## src/rtl/frs_pkg.sv

```systemverilog
package frs_pkg;

    typedef enum logic [1:0] {
        ST_IDLE    = 2'd0,
        ST_HELD    = 2'd1,
        ST_RECOVER = 2'd2
    } seq_state_e;

    typedef struct packed {
        seq_state_e state;
        logic       was_busy;
        logic       abort;
        logic       out_hiz;
        logic       cmd_block;
        logic       read_ready;
        logic       rb_n;
    } seq_regs_t;

endpackage

```

## src/rtl/frs_pulse_qual.sv

```systemverilog
module frs_pulse_qual #(
    parameter int PULSE_MIN = 63
) (
    input  logic clk,
    input  logic por_n,
    input  logic pin_n,
    input  logic arm,
    output logic qualify
);
    localparam int CW = (PULSE_MIN > 1) ? $clog2(PULSE_MIN + 1) : 1;
    localparam logic [CW-1:0] LAST = CW'(PULSE_MIN - 1);

    logic [CW-1:0] run_d, run_q;

    always_comb begin
        qualify = arm && !pin_n && (run_q == LAST);
        if (arm && !pin_n && !qualify) begin
            run_d = run_q + 1'b1;
        end else begin
            run_d = '0;
        end
    end

    always_ff @(posedge clk or negedge por_n) begin
        if (!por_n) begin
            run_q <= '0;
        end else begin
            run_q <= run_d;
        end
    end

endmodule

```

## src/rtl/frs_down_timer.sv

```systemverilog
module frs_down_timer #(
    parameter int W = 8
) (
    input  logic         clk,
    input  logic         por_n,
    input  logic         load,
    input  logic [W-1:0] load_val,
    output logic         expire_next
);
    logic [W-1:0] cnt_d, cnt_q;

    always_comb begin
        if (load) begin
            cnt_d = load_val;
        end else if (cnt_q != '0) begin
            cnt_d = cnt_q - 1'b1;
        end else begin
            cnt_d = '0;
        end
        expire_next = (cnt_d == '0);
    end

    always_ff @(posedge clk or negedge por_n) begin
        if (!por_n) begin
            cnt_q <= '0;
        end else begin
            cnt_q <= cnt_d;
        end
    end

endmodule

```

## src/rtl/flash_rst_seq.sv

```systemverilog
module flash_rst_seq #(
    parameter int PULSE_MIN    = 63,
    parameter int READY_BUSY_T = 2500,
    parameter int READY_IDLE_T = 63,
    parameter int RECOVER_T    = 7
) (
    input  logic clk,
    input  logic por_n,
    input  logic reset_pin_n,
    input  logic engine_busy,
    output logic abort_req,
    output logic out_hiz,
    output logic cmd_block,
    output logic read_ready,
    output logic ready_busy_n
);
    import frs_pkg::*;

    localparam int RDY_MAX = (READY_BUSY_T > READY_IDLE_T) ? READY_BUSY_T : READY_IDLE_T;
    localparam int ALL_MAX = (RDY_MAX > RECOVER_T) ? RDY_MAX : RECOVER_T;
    localparam int TW      = $clog2(ALL_MAX + 1);
    localparam int N_TMR   = 2;
    localparam int T_RDY   = 0;
    localparam int T_REC   = 1;

    seq_regs_t r_d, r_q;
    logic      qualify;
    logic      busy_sel;
    logic      tmr_load [N_TMR];
    logic [TW-1:0] tmr_val [N_TMR];
    logic      tmr_exp  [N_TMR];

    frs_pulse_qual #(.PULSE_MIN(PULSE_MIN)) u_qual (
        .clk     (clk),
        .por_n   (por_n),
        .pin_n   (reset_pin_n),
        .arm     (r_q.state == ST_IDLE),
        .qualify (qualify)
    );

    generate
        for (genvar g = 0; g < N_TMR; g++) begin : g_tmr
            frs_down_timer #(.W(TW)) u_tmr (
                .clk         (clk),
                .por_n       (por_n),
                .load        (tmr_load[g]),
                .load_val    (tmr_val[g]),
                .expire_next (tmr_exp[g])
            );
        end
    endgenerate

    // Timer load controls
    always_comb begin
        busy_sel = qualify ? engine_busy : r_q.was_busy;
        tmr_load[T_RDY] = qualify || ((r_q.state == ST_RECOVER) && !reset_pin_n);
        tmr_val[T_RDY]  = busy_sel ? TW'(READY_BUSY_T) : TW'(READY_IDLE_T);
        tmr_load[T_REC] = (r_q.state == ST_HELD) && reset_pin_n;
        tmr_val[T_REC]  = TW'(RECOVER_T);
    end

    // Next-state logic
    always_comb begin
        r_d       = r_q;
        r_d.abort = 1'b0;
        case (r_q.state)
            ST_IDLE: begin
                if (qualify) begin
                    r_d.state    = ST_HELD;
                    r_d.was_busy = engine_busy;
                    r_d.abort    = engine_busy;
                end
            end
            ST_HELD: begin
                if (reset_pin_n) begin
                    r_d.state = ST_RECOVER;
                end
            end
            ST_RECOVER: begin
                if (!reset_pin_n) begin
                    r_d.state = ST_HELD;
                end else if (tmr_exp[T_RDY] && tmr_exp[T_REC]) begin
                    r_d.state    = ST_IDLE;
                    r_d.was_busy = 1'b0;
                end
            end
            default: begin
                r_d.state    = ST_IDLE;
                r_d.was_busy = 1'b0;
            end
        endcase
        r_d.out_hiz    = (r_d.state == ST_HELD);
        r_d.cmd_block  = (r_d.state != ST_IDLE);
        r_d.read_ready = (r_d.state == ST_IDLE);
        if (r_d.state == ST_IDLE) begin
            r_d.rb_n = !engine_busy;
        end else begin
            r_d.rb_n = !(r_d.was_busy && !tmr_exp[T_RDY]);
        end
    end

    always_ff @(posedge clk or negedge por_n) begin
        if (!por_n) begin
            r_q <= '{state: ST_IDLE, was_busy: 1'b0, abort: 1'b0, out_hiz: 1'b0,
                     cmd_block: 1'b0, read_ready: 1'b1, rb_n: 1'b1};
        end else begin
            r_q <= r_d;
        end
    end

    assign abort_req    = r_q.abort;
    assign out_hiz      = r_q.out_hiz;
    assign cmd_block    = r_q.cmd_block;
    assign read_ready   = r_q.read_ready;
    assign ready_busy_n = r_q.rb_n;

endmodule

```

## config.mk

```make
export PLATFORM = sky130hd
export DESIGN_NAME = flash_rst_seq
export DESIGN_NICKNAME = d
export VERILOG_FILES = /design/src/rtl/frs_pkg.sv /design/src/rtl/frs_pulse_qual.sv /design/src/rtl/frs_down_timer.sv /design/src/rtl/flash_rst_seq.sv
export SDC_FILE = /design/constraint.sdc
export NUM_CORES = 1
export LEC_CHECK = 0
export ABC_AREA = 1
export BUFFER_PORTS_ARGS = -buffer_cell sky130_fd_sc_hd__buf_2
export CORE_MARGIN = 3
export CORE_UTILIZATION = 55
export CTS_CLUSTER_SIZE = 8
export DETAILED_ROUTE_END_ITERATION = 10
export MAX_ROUTING_LAYER = met4
export PLACE_DENSITY = 0.83
export SLEW_MARGIN = 20
export SYNTH_ARGS = -nofsm -noshare
export SYNTH_HDL_FRONTEND = slang
export SYNTH_SLANG_ARGS = --single-unit
```

## constraint.sdc

```tcl
create_clock -name clk -period 2.3 [get_ports clk]
set_clock_uncertainty 0.1 [all_clocks]
set_input_delay 0.115 -clock clk [delete_from_list [all_inputs] [get_ports clk]]
set_output_delay 0.115 -clock clk [all_outputs]
set_load 0.02 [all_outputs]
```

==> results.py, run 1 <==
metrics = {
    "timing": {
        "max_freq_mhz": 439,
        "report.final.slew_viol_count": 0,
        "fin_crit_ns": 2.28,
        "hold_viol_final": 0,
        "period_share_pct": 99.1,
        "max-slew-margin-rel_pct": 45.7,
        "fin_ws_ns": 0.0199,
        "setup-violations-final": 0,
        "fin_setup_tns_ns": 0,
        "rsz0062_at_grt": "yes",
        "tightest_slew_ns": 0.814,
    },
    "synthesis": {
        "yosys.area_share.simple_pct": 40.0,
        "synthMuxAreaShare_pct": 0,
        "synth_top_cell_by_area": "dfrtp_1",
        "yosysUniqueCellTypes": 30,
        "synth_compound_area_share_pct": 3.30,
        "async_reset_ff_share_pct": 100,
        "yosys.area_share.adder_pct": 3.24,
        "syn_area_um2": 2320,
        "synth_area_leaders": "dfrtp_1 39%, nand2_1 13%, inv_1 7.9%, nand3_1 6.1%, nor2_1 5.8%",
        "synth-xor-area-share_pct": 3.40,
        "yosysSeqAreaShare_pct": 41.2,
        "synth_top_family_by_area": "simple AND/OR/NAND/NOR gates",
        "synth_fp_nets": 315,
        "synth_edf_count": 0,
        "synth_top_cell_area_share_pct": 38.9,
        "syn_avg_cell_area_um2": 7.59,
        "synth_warnings": 0,
        "ys.flop_type": "dfrtp_1",
        "synth_seq_cells": 38,
        "synthCells": 305,
    },
    "outcome": {
        "status": "finished clean",
    },
    "critical_path": {
        "r2r-end": "ready_busy_n$_DFF_PN1_",
        "crit_path_max_fanout": 8,
        "ff2ff_setup_slack_ns": 0.02,
        "required_ns": 2.44,
        "ff2ff_path_depth": 20,
        "start_kind": "flip-flop",
        "cp-endpoint": "ready_busy_n$_DFF_PN1_",
        "crit_type": "reg -> reg",
        "r2r_start": "u_qual.run_q[0]$_DFF_PN0_",
        "cp.arrival_ns": 2.42,
        "crit_path_start": "u_qual.run_q[0]$_DFF_PN0_",
        "crit_path_max_incr_delay_ns": 0.40,
        "cp_slowest_cell": "dfrtp_1",
        "endpoint_kind": "flip-flop",
        "cp_cell_sequence": "inv_2 -> ha_4 -> nand3_4 -> nor2_8 -> nand2_4 -> nand2_8 -> nor2_4 -> nand2_2 -> nand3_1 -> nor2_1 -> nand2_1 -> nor2_2 -> nand2_1 -> nand2_1 -> nand2_2 -> nand2_2 -> nand2_4 -> clkinv_4 -> nand2_2 -> nand2_1",
    },
    "floorplanning": {
        "num_rows": 22,
        "initial_core_util_pct": 60.1,
        "design.core.area_um2": 3850,
        "dieArea_um2": 5030,
        "ios": 9,
        "die_height_um": 70.9,
        "die_x_um": 70.9,
    },
    "detailed_routing": {
        "drc": 0,
        "wire_per_inst_um": 12.0,
        "drt_iter0_markers": 100,
        "via_per_inst": 4.97,
        "vias": 1905,
        "totalWireLength_um": 4600,
        "ant_nets": 0,
        "drt-pass1-iter-count": 4,
    },
    "cts": {
        "clk_path_buf_depth": 2,
        "cts_root_buf": "clkbuf_8",
        "clk_latency_ns": 0.29,
        "cts.sinks": 38,
        "htreeDepth": 2,
        "tritoncts": "yes",
        "numCtsBuffers": 5,
        "clk_pin_slew_ns": 0.07,
    },
    "placed_design": {
        "detailed_place_hpwl_um": 3300,
        "place_area_um2": 2440,
        "dp.cells": 364,
        "place_ws_ns": 0.0548,
        "port_buffers": 8,
        "gp_congestion": 0.911,
    },
    "power_and_ir_drop": {
        "peakVddDrop_mv": 0.734,
        "pwr-share-clk_pct": 14.9,
        "power_w": 0.00310,
        "power.switching_w": 0.00138,
        "p_sw_share_pct": 44.6,
        "p_comb_share_pct": 49.0,
        "intPower_w": 0.00172,
        "power_frac_seq_pct": 36.1,
        "power_density_nw_per_um2": 1150,
        "p_leak_nw": 1.50,
    },
    "global_route": {
        "grt_usage_pct": 19.4,
        "grt_max_degree": 39,
        "grt_pass1_wl_um": 7490,
        "grt_pass1_vias": 1743,
        "overflow": 0,
        "antenna_found_initial": 0,
    },
    "finish": {
        "nFillCells": 282,
        "multi_input_area_um2": 1240,
        "area_delta_synth_final_pct": 16.5,
        "fin_area_um2": 2700,
        "seqCellArea_um2": 953,
        "nNetsFinal": 344,
        "final_cells": 383,
        "drive_above_1_share_pct": 24.5,
        "num_antenna_cells": 0,
    },
    "worst_hold_path": {
        "worstHoldPathType": "in -> reg",
    },
    "flow_run": {
        "maxCapViolCount": 0,
    },
}
[power groups by stage]
stage / clock (W) / combinational [W] / sequential, W
6_report: 0.000462 / 0.00152 / 0.00112
5_1_grt: 0.000501 / 0.00176 / 0.00115
4_1_cts: 0.000474 / 0.00140 / 0.00110
3_5_place_dp: 0 / 0.00138 / 0.00111
3_3_place_gp: 0 / 0.00135 / 0.00110
2_1_floorplan: 0 / 0.00108 / 0.00108
[routing by layer]
| metal | track usage [%] | part of all wire, % | vias to the layer above |
|---|---|---|---|
| met1 | 23.0 | 44 | 875 |
| met2 | 32.4 | 51 | 23 |
| met4 | 6.68 | 2.1 | 0 |
| met5 | - | 0 | - |
| li1 | - | - | 998 |
| met3 | 4.40 | 2.8 | 9 |
[synth_stat cells (2+ instances only)]
library cell,number
a21oi_1,4
dfrtp_1,36
dfstp_2,2
ha_1,6
inv_1,49
inv_2,2
nand2_1,79
nand2_2,8
nand2_4,5
nand3_1,28
nand3_2,4
nand4_1,5
nor2_1,36
nor2_2,9
nor2_4,4
nor3_1,3
o21a_1,2
o21ai_0,3
o21bai_1,2
xnor2_1,2
xor2_1,7
[cell usage in the layout (no fill, tap or decap), drive strengths merged, types with 2 or more instances in the layout]
cell	instances
nor3	3
o21a	2
inv	52
nand2	92
dfstp	2
xor2	7
nor2	50
clkinv	2
nand4	5
dfrtp	36
a21oi	4
o21bai	2
dlygate4sd3	2
buf	20
clkbuf	7
ha	6
nand3	33
o21ai	4
xnor2	2
[worst min path at each step]
stage                start                           endpoint  slack (ns)  cells past startpoint
4_1_cts        reset_pin_n                   r_q[7]$_DFF_PN0_        0.02                      3
5_1_grt        reset_pin_n                   r_q[7]$_DFF_PN0_        0.04                      3
3_5_place_dp         por_n  g_tmr[1].u_tmr.cnt_q[0]$_DFF_PN0_        0.15                      1
3_3_place_gp         por_n  g_tmr[1].u_tmr.cnt_q[0]$_DFF_PN0_        0.15                      1
2_1_floorplan        por_n                abort_req$_DFF_PN0_       -0.28                      0
6_report       reset_pin_n                   r_q[7]$_DFF_PN0_        0.03                      3
[sequential cells by signal (all words and copies together), names as in the netlist]
| register | count |
|---|---|
| out_hiz | 1 |
| u_qual.run_q | 6 |
| read_ready | 1 |
| ready_busy_n | 1 |
| cmd_block | 1 |
| g_tmr.u_tmr.cnt_q | 24 |
| r_q | 3 |
| abort_req | 1 |
[what timing repair did]
action                     in CTS  in global routing
setup endpoints to repair       1                  5
hold buffers                    2                  0
pin swaps                       0                  8
gates resized for setup         1                 21
hold endpoints to repair       37                  0
setup buffers                   1                  8
[worst max-delay path, delay by kind of cell, from the launching register on]
| kind | cells | cell delay [ns] |
|---|---|---|
| and+or+nand+nor | 17 | 1.46 |
| DFF | 1 | 0.40 |
| adders and majority gates | 1 | 0.15 |
| buffers and inverters | 2 | 0.14 |
[cell families after synthesis]
logic type | count (synthesis)
AOI/OAI and AO/OA | 13
adders and majority gates | 6
and+or+nand+nor | 186
DFF | 38
buffers and inverters | 53
xor gates and xnor gates | 9
[per-stage QoR]
stage / hold WS, ns / util [%]
2_1_floorplan: -0.281 / -
3_3_place_gp: 0.150 / 63.3
3_5_place_dp: 0.152 / 63.3
4_1_cts: 0.0174 / 66.4
5_1_grt: 0.0422 / 70.0
6_report: 0.0266 / 70.0
[area by class of cell]
cell class,instances,share of cell area (%)
multi-input cells,214,45.8
flip-flops and latches,38,35.3
inverters,53,7.65
repair buffers,22,5.57
clock buffers,7,3.20
well taps,48,2.23
clock inverters,1,0.186
Note: power is estimated with default switching activity, not from simulation.
==> run 2, diff against run 1 <==
--- a/config.mk
+++ b/config.mk
@@ -7,7 +7,6 @@
 export LEC_CHECK = 0
 export ABC_AREA = 1
 export BUFFER_PORTS_ARGS = -buffer_cell sky130_fd_sc_hd__buf_2
-export CORE_MARGIN = 3
 export CORE_UTILIZATION = 55
 export CTS_CLUSTER_SIZE = 8
 export DETAILED_ROUTE_END_ITERATION = 10
==> results.py, run 2 (synthesis gave the netlist of run 1 again) <==
metrics = {
    "finish": {
        "final_cell_mix": "75 x nand2_1, 45 x inv_1, 36 x dfrtp_1",
        "nFillCells": 306,
        "drive_above_1_share_pct": 23.7,
        "nNetsFinal": 342,
        "largest_reg_flops": 24,
        "largestRegisters": "g_tmr.u_tmr.cnt_q x24, u_qual.run_q x6, r_q x3",
        "num_antenna_cells": 0,
        "fin_area_um2": 2710,
        "final_cells": 383,
        "regMostFlops": "g_tmr.u_tmr.cnt_q",
        "layout_commonest_cell": "nand2_1",
        "area_delta_synth_final_pct": 17.2,
    },
    "cts": {
        "clk_path_buf_depth": 2,
        "clk_pin_slew_ns": 0.08,
        "cts_root_buf": "clkbuf_8",
        "numCtsBuffers": 5,
        "htreeDepth": 2,
        "clk_latency_ns": 0.29,
        "cts.sinks": 38,
        "tritoncts": "yes",
    },
    "critical_path": {
        "cp_cell_sequence": "inv_2 -> ha_4 -> nand3_4 -> nor2_8 -> nand2_4 -> nand2_4 -> nand2_2 -> nand2_4 -> nand3_1 -> nor2_1 -> nand2_1 -> nor2_2 -> nand2_1 -> nand2_1 -> nand2_2 -> nand2_2 -> nand2_4 -> clkinv_4 -> nand2_2 -> nand2_1",
        "cp_slowest_cell": "dfrtp_1",
        "required_ns": 2.43,
        "cp.arrival_ns": 2.46,
        "endpoint_kind": "flip-flop",
        "crit_path_max_incr_delay_ns": 0.40,
        "start_kind": "flip-flop",
        "crit_type": "reg -> reg",
        "crit_path_max_fanout": 5,
    },
    "floorplanning": {
        "dieArea_um2": 4470,
        "die_height_um": 66.9,
        "num_rows": 23,
        "design.core.area_um2": 4030,
        "ios": 9,
        "initial_core_util_pct": 57.5,
        "die_x_um": 66.9,
    },
    "power_and_ir_drop": {
        "power_density_nw_per_um2": 1200,
        "pwr-share-clk_pct": 18.0,
        "power.switching_w": 0.00143,
        "p_leak_nw": 1.50,
        "power_w": 0.00325,
        "p_sw_share_pct": 44.2,
        "intPower_w": 0.00181,
        "peakVddDrop_mv": 0.827,
        "power_frac_seq_pct": 34.7,
        "p_comb_share_pct": 47.3,
    },
    "detailed_routing": {
        "drt_iter0_markers": 158,
        "wire_per_inst_um": 13.7,
        "ant_nets": 0,
        "drt-pass1-iter-count": 5,
        "drc": 0,
        "vias": 2007,
        "totalWireLength_um": 5230,
        "via_per_inst": 5.24,
    },
    "timing": {
        "setup-violations-final": 1,
        "fin_crit_ns": 2.33,
        "fin_ws_ns": -0.0283,
        "period_share_pct": 101,
        "tightest_slew_ns": 0.830,
        "hold_viol_final": 0,
        "report.final.slew_viol_count": 0,
        "fin_setup_tns_ns": -0.0283,
        "max-slew-margin-rel_pct": 44.7,
        "rsz0062_at_grt": "yes",
        "whs_ns": 0.0794,
        "max_freq_mhz": 429,
    },
    "placed_design": {
        "place_area_um2": 2430,
        "dp.cells": 365,
        "port_buffers": 8,
        "gp_congestion": 0.963,
        "detailed_place_hpwl_um": 3280,
    },
    "global_route": {
        "overflow": 0,
        "antenna_found_initial": 0,
        "grt_pass1_vias": 1888,
        "grt_pass1_wl_um": 7990,
        "grt_max_degree": 39,
        "grt_usage_pct": 24.5,
    },
    "outcome": {
        "status": "finished with violations",
        "violations": "negative setup slack",
    },
    "worst_hold_path": {
        "worstHoldPathType": "in -> reg",
    },
    "flow_run": {
        "maxCapViolCount": 0,
    },
}
-- run 2: area by class of cell --
type	instances	area (um^2)	area share, %
Sequential cell	38	953	35.1
Clock buffer	7	86.3	3.18
Clock inverter	1	30.0	1.11
Tap cell	50	62.6	2.31
Inverter	53	206	7.61
Timing Repair Buffer	20	135	4.98
Multi-Input combinational cell	214	1240	45.7
-- run 2: critical path, delay by kind of cell, from the launching register on --
kind	cells	cell delay, ns
AND/OR/NAND/NOR	17	1.50
buffers and inverters	2	0.13
flip-flops	1	0.40
adder cells (fa/ha/maj)	1	0.14
-- run 2: power groups by stage --
stage / Sequential (W) / Combinational [W] / Clock, W
5_1_grt: 0.00115 / 0.00176 / 0.000610
3_5_place_dp: 0.00111 / 0.00137 / 0
4_1_cts: 0.00110 / 0.00140 / 0.000586
6_report: 0.00113 / 0.00154 / 0.000583
3_3_place_gp: 0.00111 / 0.00134 / 0
2_1_floorplan: 0.00108 / 0.00108 / 0
-- run 2: path summary, 6_finish.rpt --
path / from / endpoint / slack (ns) / cells after the start
max in group asynchronous: por_n / g_tmr[0].u_tmr.cnt_q[8]$_DFF_PN0_ / 1.21 / 2
max: u_qual.run_q[0]$_DFF_PN0_ / ready_busy_n$_DFF_PN1_ / -0.03 / 20
max reg2reg: u_qual.run_q[0]$_DFF_PN0_ / ready_busy_n$_DFF_PN1_ / -0.03 / 20
min in group asynchronous: por_n / g_tmr[1].u_tmr.cnt_q[4]$_DFF_PN0_ / 0.36 / 2
min reg2reg: g_tmr[1].u_tmr.cnt_q[11]$_DFF_PN0_ / g_tmr[1].u_tmr.cnt_q[11]$_DFF_PN0_ / 0.49 / 3
min: reset_pin_n / out_hiz$_DFF_PN0_ / 0.08 / 3
-- run 2: what timing repair did --
item                                    in CTS  in global routing
buffers inserted                             1                  7
pin swaps                                    0                  8
gates cloned                                 0                  0
hold buffers                                 2                  0
gates resized for setup                      1                 22
endpoints found under the setup margin       1                  5
hold endpoints to repair                    37                  0
-- run 2: per-layer routing --
metal / vias up / GRT usage, % / share of wire (%)
met5: - / - / 0
met4: 0 / 7.98 / 2.1
met3: 14 / 4.45 / 4.0
met2: 56 / 39.9 / 52
met1: 939 / 30.7 / 42
li1: 998 / - / -
-- run 2: stage by stage --
step,util [%],worst slack [ns]
after detailed placement,60.4,-0.00629
after floorplan,-,0.282
after CTS,64.0,0.0126
after global placement,60.4,0.0850
final,67.4,-0.0283
after global routing,67.4,-0.161
